File: src/rtl/core_idle_ctrl.sv
module core_idle_ctrl (
  input  logic       clk,
  input  logic       rst_n,
  input  logic       wait_hint_vld,
  input  logic [1:0] wait_hint_lvl,
  input  logic       pwr_rd_l2,
  input  logic       pwr_rd_l3,
  input  logic       irq,
  input  logic       snoop,
  output logic       flush_req,
  input  logic       flush_done,
  output logic       save_req,
  input  logic       save_done,
  output logic       restore_req,
  input  logic       restore_done,
  output logic       core_clk_en,
  output logic       snoop_svc,
  output logic [2:0] idle_state
);

  localparam logic [2:0] CODE_C0 = 3'd0;
  localparam logic [2:0] CODE_C1 = 3'd1;
  localparam logic [2:0] CODE_C3 = 3'd3;
  localparam logic [2:0] CODE_C6 = 3'd6;

  typedef enum logic [2:0] {
    S_RUN, S_HALT, S_FLUSH, S_DOZE, S_SAVE, S_DEEP, S_RESTORE
  } st_t;

  st_t  st, st_nx;
  logic abort_q, abort_nx;

  logic go_c6, go_c3, go_c1;
  assign go_c6 = pwr_rd_l3 | (wait_hint_vld & wait_hint_lvl[1]);
  assign go_c3 = pwr_rd_l2 | (wait_hint_vld & (wait_hint_lvl == 2'd1));
  assign go_c1 = wait_hint_vld & (wait_hint_lvl == 2'd0);

  always_comb begin
    st_nx    = st;
    abort_nx = abort_q;
    case (st)
      S_RUN:
        if (!irq) begin
          if (go_c6)      st_nx = S_SAVE;
          else if (go_c3) st_nx = S_FLUSH;
          else if (go_c1) st_nx = S_HALT;
        end
      S_HALT:
        if (irq) st_nx = S_RUN;
      S_FLUSH: begin
        if (irq) abort_nx = 1'b1;
        if (flush_done) begin
          st_nx    = (abort_q | irq) ? S_RUN : S_DOZE;
          abort_nx = 1'b0;
        end
      end
      S_DOZE:
        if (irq) st_nx = S_RUN;
      S_SAVE: begin
        if (irq) abort_nx = 1'b1;
        if (save_done) begin
          st_nx    = (abort_q | irq) ? S_RUN : S_DEEP;
          abort_nx = 1'b0;
        end
      end
      S_DEEP:
        if (irq) st_nx = S_RESTORE;
      S_RESTORE:
        if (restore_done) st_nx = S_RUN;
      default: st_nx = S_RUN;
    endcase
  end

  always_ff @(posedge clk or negedge rst_n) begin
    if (!rst_n) begin
      st        <= S_RUN;
      abort_q   <= 1'b0;
      snoop_svc <= 1'b0;
    end else begin
      st        <= st_nx;
      abort_q   <= abort_nx;
      snoop_svc <= snoop & core_clk_en;
    end
  end

  assign flush_req   = (st == S_FLUSH);
  assign save_req    = (st == S_SAVE);
  assign restore_req = (st == S_RESTORE);
  assign core_clk_en = !((st == S_DOZE) || (st == S_DEEP));

  always_comb begin
    case (st)
      S_HALT:            idle_state = CODE_C1;
      S_DOZE:            idle_state = CODE_C3;
      S_DEEP, S_RESTORE: idle_state = CODE_C6;
      default:           idle_state = CODE_C0;
    endcase
  end

  AST_RESET_STATE: assert property (@(posedge clk)
    !rst_n |=> (idle_state == CODE_C0 && core_clk_en));

  AST_C1_CLOCKED: assert property (@(posedge clk) disable iff (!rst_n)
    (idle_state == CODE_C1) |-> core_clk_en);

  AST_FLUSH_BEFORE_C3: assert property (@(posedge clk) disable iff (!rst_n)
    (idle_state == CODE_C3 && $past(idle_state) != CODE_C3) |-> $past(flush_req && flush_done));

  AST_SAVE_BEFORE_C6: assert property (@(posedge clk) disable iff (!rst_n)
    (idle_state == CODE_C6 && $past(idle_state) != CODE_C6) |-> $past(save_req && save_done));

  AST_SNOOP_KEEPS_C3: assert property (@(posedge clk) disable iff (!rst_n)
    (idle_state == CODE_C3 && !irq) |=> (idle_state == CODE_C3));

  AST_IRQ_WAKES_C1: assert property (@(posedge clk) disable iff (!rst_n)
    (idle_state == CODE_C1 && irq) |=> (idle_state == CODE_C0 && core_clk_en));

  AST_RESTORE_BEFORE_C0: assert property (@(posedge clk) disable iff (!rst_n)
    (idle_state == CODE_C0 && $past(idle_state) == CODE_C6) |-> $past(restore_req && restore_done));

  AST_CLOCK_BEFORE_RESTORE: assert property (@(posedge clk) disable iff (!rst_n)
    restore_req |-> core_clk_en);

  AST_ONE_HANDSHAKE: assert property (@(posedge clk) disable iff (!rst_n)
    $countones({flush_req, save_req, restore_req}) <= 1);

endmodule

File: config.mk
export PLATFORM = sky130hd
export DESIGN_NAME = core_idle_ctrl
export DESIGN_NICKNAME = d
export VERILOG_FILES = /design/src/rtl/core_idle_ctrl.sv
export SDC_FILE = /design/constraint.sdc
export NUM_CORES = 1
export LEC_CHECK = 0
export ABC_AREA = 1
export ABC_CLOCK_PERIOD_IN_PS = 1200
export BUFFER_PORTS_ARGS = -buffer_cell sky130_fd_sc_hd__buf_2
export CAP_MARGIN = 20
export CORE_AREA = 5 5 42 44
export CTS_BUF_LIST = sky130_fd_sc_hd__clkbuf_4
export DETAILED_ROUTE_END_ITERATION = 8
export DIE_AREA = 0 0 47 49
export PLACE_DENSITY_LB_ADDON = 0.2
export SETUP_SLACK_MARGIN = 0.4
export SLEW_MARGIN = 10
export SYNTH_ARGS = -nofsm -noshare
export SYNTH_HDL_FRONTEND = slang
export SYNTH_SLANG_ARGS = --single-unit
File: constraint.sdc
create_clock -name clk -period 1.2 [get_ports clk]
set_clock_uncertainty 0.2 [all_clocks]
set_input_delay 0.06 -clock clk [delete_from_list [all_inputs] [get_ports clk]]
set_output_delay 0.06 -clock clk [all_outputs]
set_load 0.03 [all_outputs]
==> results_dict.tcl <==
set metrics [dict create \
    worstPathCellList "nand2_8 -> nor2_4 -> buf_6 -> or2_4 -> buf_6" \
    synth_top_area_frac 0.260 \
    num-nets-final 134 \
    pwr-share-clk 0.094 \
    rows 14 \
    via_per_inst 4.66 \
    slowest_stage "dfrtp_2" \
    num_io_pins 20 \
    finalMaxSlewViolations 0 \
    ant_nets 0 \
    drt_iter0_markers 12 \
    worst_slack_ns -0.397 \
    p_total_w 0.00235 \
    async_reset_ff_frac 1.00 \
    ys_top_cells_by_count "23 x nand2_1, 18 x inv_1, 12 x nor2_1, 11 x nand3_1, 5 x dfrtp_1" \
    vdd_drop_max_mv 1.39 \
    syn-num-nets 96 \
    htreeDepth 1 \
    avgSynthCellArea_sq_um 5.73 \
    hold-path-cell-count 2 \
    clkTransAtPathRegs_ns 0.05 \
    vias 638 \
    place_hpwl_um 1030 \
    grt.overflow.total 0 \
    core_area_sq_um 1400 \
    cap_violations 0 \
    max_stage_delay_ns 0.50 \
    cp_top_family "flip-flops" \
    ys_types 17 \
    ys_top_cells_by_area "dfrtp_1 26%, nand2_1 18%, inv_1 14%, nand3_1 11%, nor2_1 9.4%" \
    worstPathArrival_ns 1.34 \
    required_ns 0.94 \
    path_class "flop to output pin" \
    first_pass_iters 4 \
    post_route_cells_drive_above_1_share 0.512 \
    cts.sinks 5 \
    yosysMostFrequentCell "nand2_1" \
    power_density_nw_per_um2 2700 \
    finalHoldViolations 8 \
    hold_path.class "primary input to flop" \
    die_w_um 47 \
    yosys_warnings 0 \
    grt_setup_unrepaired "yes" \
    syn_to_final_growth_pct 80.0 \
    regToRegSetupSlack_ns -0.34 \
    ys_ff_latch 5 \
    crit_path_max_fanout 7 \
    startpoint "st[1]" \
    grt_pass1_vias 588 \
    grt_antenna_before_repair 0 \
    drc 0 \
    synth.cell_area_sq_um 482 \
    clk_latency_ns 0.24 \
    holdWs_ns -0.174 \
    grt_max_degree 8 \
    critPathBufInv 2 \
    hp-start "snoop" \
    cts_max_path_buffers 2 \
    die-area_sq_um 2300 \
    ys_seq_area_frac 0.260 \
    reg2reg_to "st[2]" \
    antennaDiodeCount 0 \
    p_int_w 0.00118 \
    reg2reg_depth 8 \
    routed_wirelength_um 1410 \
    fmax_mhz 626 \
    gp_congestion 0.855 \
    die-height_um 49 \
    netSwitchingFraction 0.495 \
    outcome "finished, violations left" \
    tightest_slew_ns 0.255 \
    finalCriticalPeriod_ns 1.60 \
    wl_per_cell_um 10.3 \
    violations "hold timing, setup timing" \
    final_area_sq_um 867 \
    holdPathEnd "snoop_svc" \
    grt_pass1_wl_um 2320 \
    start_util 0.344 \
    p_sw_w 0.00116 \
    netlist_instances 84 \
    end_kind "output pin" \
    combinationalPowerShare 0.727 \
    synth-main-ff-cell "dfrtp_1" \
    setup_viol 12 \
    cts_tree "done" \
    io_buffers 19 \
    cp_common_cell "buf_6" \
    synth_edf_count 0 \
    fin_crit_sh 1.33 \
    worstReg2RegStart "st[1]" \
    placed_area_sq_um 689 \
    cts-root-buf "clkbuf_4" \
    multi_input_area_sq_um 347 \
    num-fill-cells 139 \
    worstSetupStartpointType "flop" \
    cts_inserted_buffers 3 \
    critical_path_depth 5 \
    cts_hold_buf 1 \
    grt.total_usage 0.133 \
    power_frac_seq 0.179 \
    yosys.area.top_type "dfrtp_1" \
    slew_headroom 0.830 \
    leakage_nw 0.482 \
    register_area_sq_um 129 \
]
## placed cells by master, fill, tap and decap left out
| master | instances |
|---|---|
| buf_6 | 9 |
| buf_2 | 11 |
| nor2_2 | 3 |
| nand3_2 | 2 |
| inv_4 | 1 |
| nand2_2 | 3 |
| clkbuf_4 | 4 |
| nand2_8 | 1 |
| nor2_1 | 8 |
| and2_1 | 1 |
| nand3b_1 | 1 |
| inv_1 | 13 |
| or2_4 | 1 |
| dfrtp_1 | 2 |
| nand2_1 | 20 |
| buf_4 | 14 |
| nor2_4 | 3 |
| nand3_4 | 1 |
| dlygate4sd3_1 | 1 |
| nand3_1 | 9 |
| nor3_4 | 1 |
| inv_2 | 4 |
| o21ai_2 | 1 |
| o21ai_1 | 1 |
| a21oi_1 | 3 |
| dfrtp_2 | 3 |
## per-stage QoR
| stage | setup TNS [ns] | util | std cells | setup slack [ns] |
|---|---|---|---|---|
| final | -3.40 | 0.619 | 137 | -0.397 |
| after global routing | -4.34 | 0.619 | 137 | -0.451 |
| after CTS | -3.53 | 0.585 | 136 | -0.391 |
| after global placement | -2.26 | 0.492 | 126 | -0.316 |
| after detailed placement | -2.38 | 0.492 | 126 | -0.324 |
| after floorplan | -0.610 | - | 84 | -0.176 |
## worst max-delay path by stage
stage                               end  slack (ns)
after floorplan                   st[1]       -0.18
after detailed placement          st[2]       -0.32
final                     idle_state[2]       -0.40
after global placement            st[2]       -0.32
after global routing              st[2]       -0.45
after CTS                 idle_state[2]       -0.39
## what timing repair did
item / 4_1_cts / 5_1_grt
hold endpoints to repair: 8 / 8
gates resized for setup: 19 / 12
setup endpoints to repair: 13 / 13
pin swaps: 4 / 3
setup buffers: 5 / 1
## per-layer routing
metal  wire (um)  global-route usage
met1         577               0.159
met2         716               0.217
met3          97              0.0554
met4          15              0.0276
met5           0                   0
## cells by family (layout without fill, tap and decap cells)
kind of cell    count (synthesis)  in the layout  synth area share
compound gates                  5              5            0.0519
buf+inv                        20             57             0.179
flops                           5              5             0.260
simple gates                   54             54             0.509
## layout make-up
| cell class | count | area share |
|---|---|---|
| clock buffer | 4 | 0.0346 |
| inverter | 18 | 0.0808 |
| multi-input combinational | 59 | 0.400 |
| sequential | 5 | 0.149 |
| tap | 16 | 0.0231 |
| timing repair buffer | 35 | 0.313 |
## power by group through the flow
stage	clock (W)	sequential, W	combinational [W]
floorplan	0	0.000324	0.00100
global placement	0	0.000397	0.00129
detailed placement	0	0.000400	0.00129
CTS	0.000230	0.000403	0.00155
global route	0.000247	0.000433	0.00186
finish	0.000221	0.000420	0.00171
## worst register-to-register path: stages (launching register included)
cell and delay (ns):
dfrtp_2 0.51, nand2_8 0.08, buf_4 0.14, nand3_2 0.07, nand2_1 0.09, nor2_4 0.12, nand3_1 0.10, nand2_1 0.07
nand2_1 0.05
## registers in the layout, summed over array words and instances (netlist names)
name	flops
st	3
abort_q	1
snoop_svc	1
No activity file was read; power rests on OpenSTA's default activity.
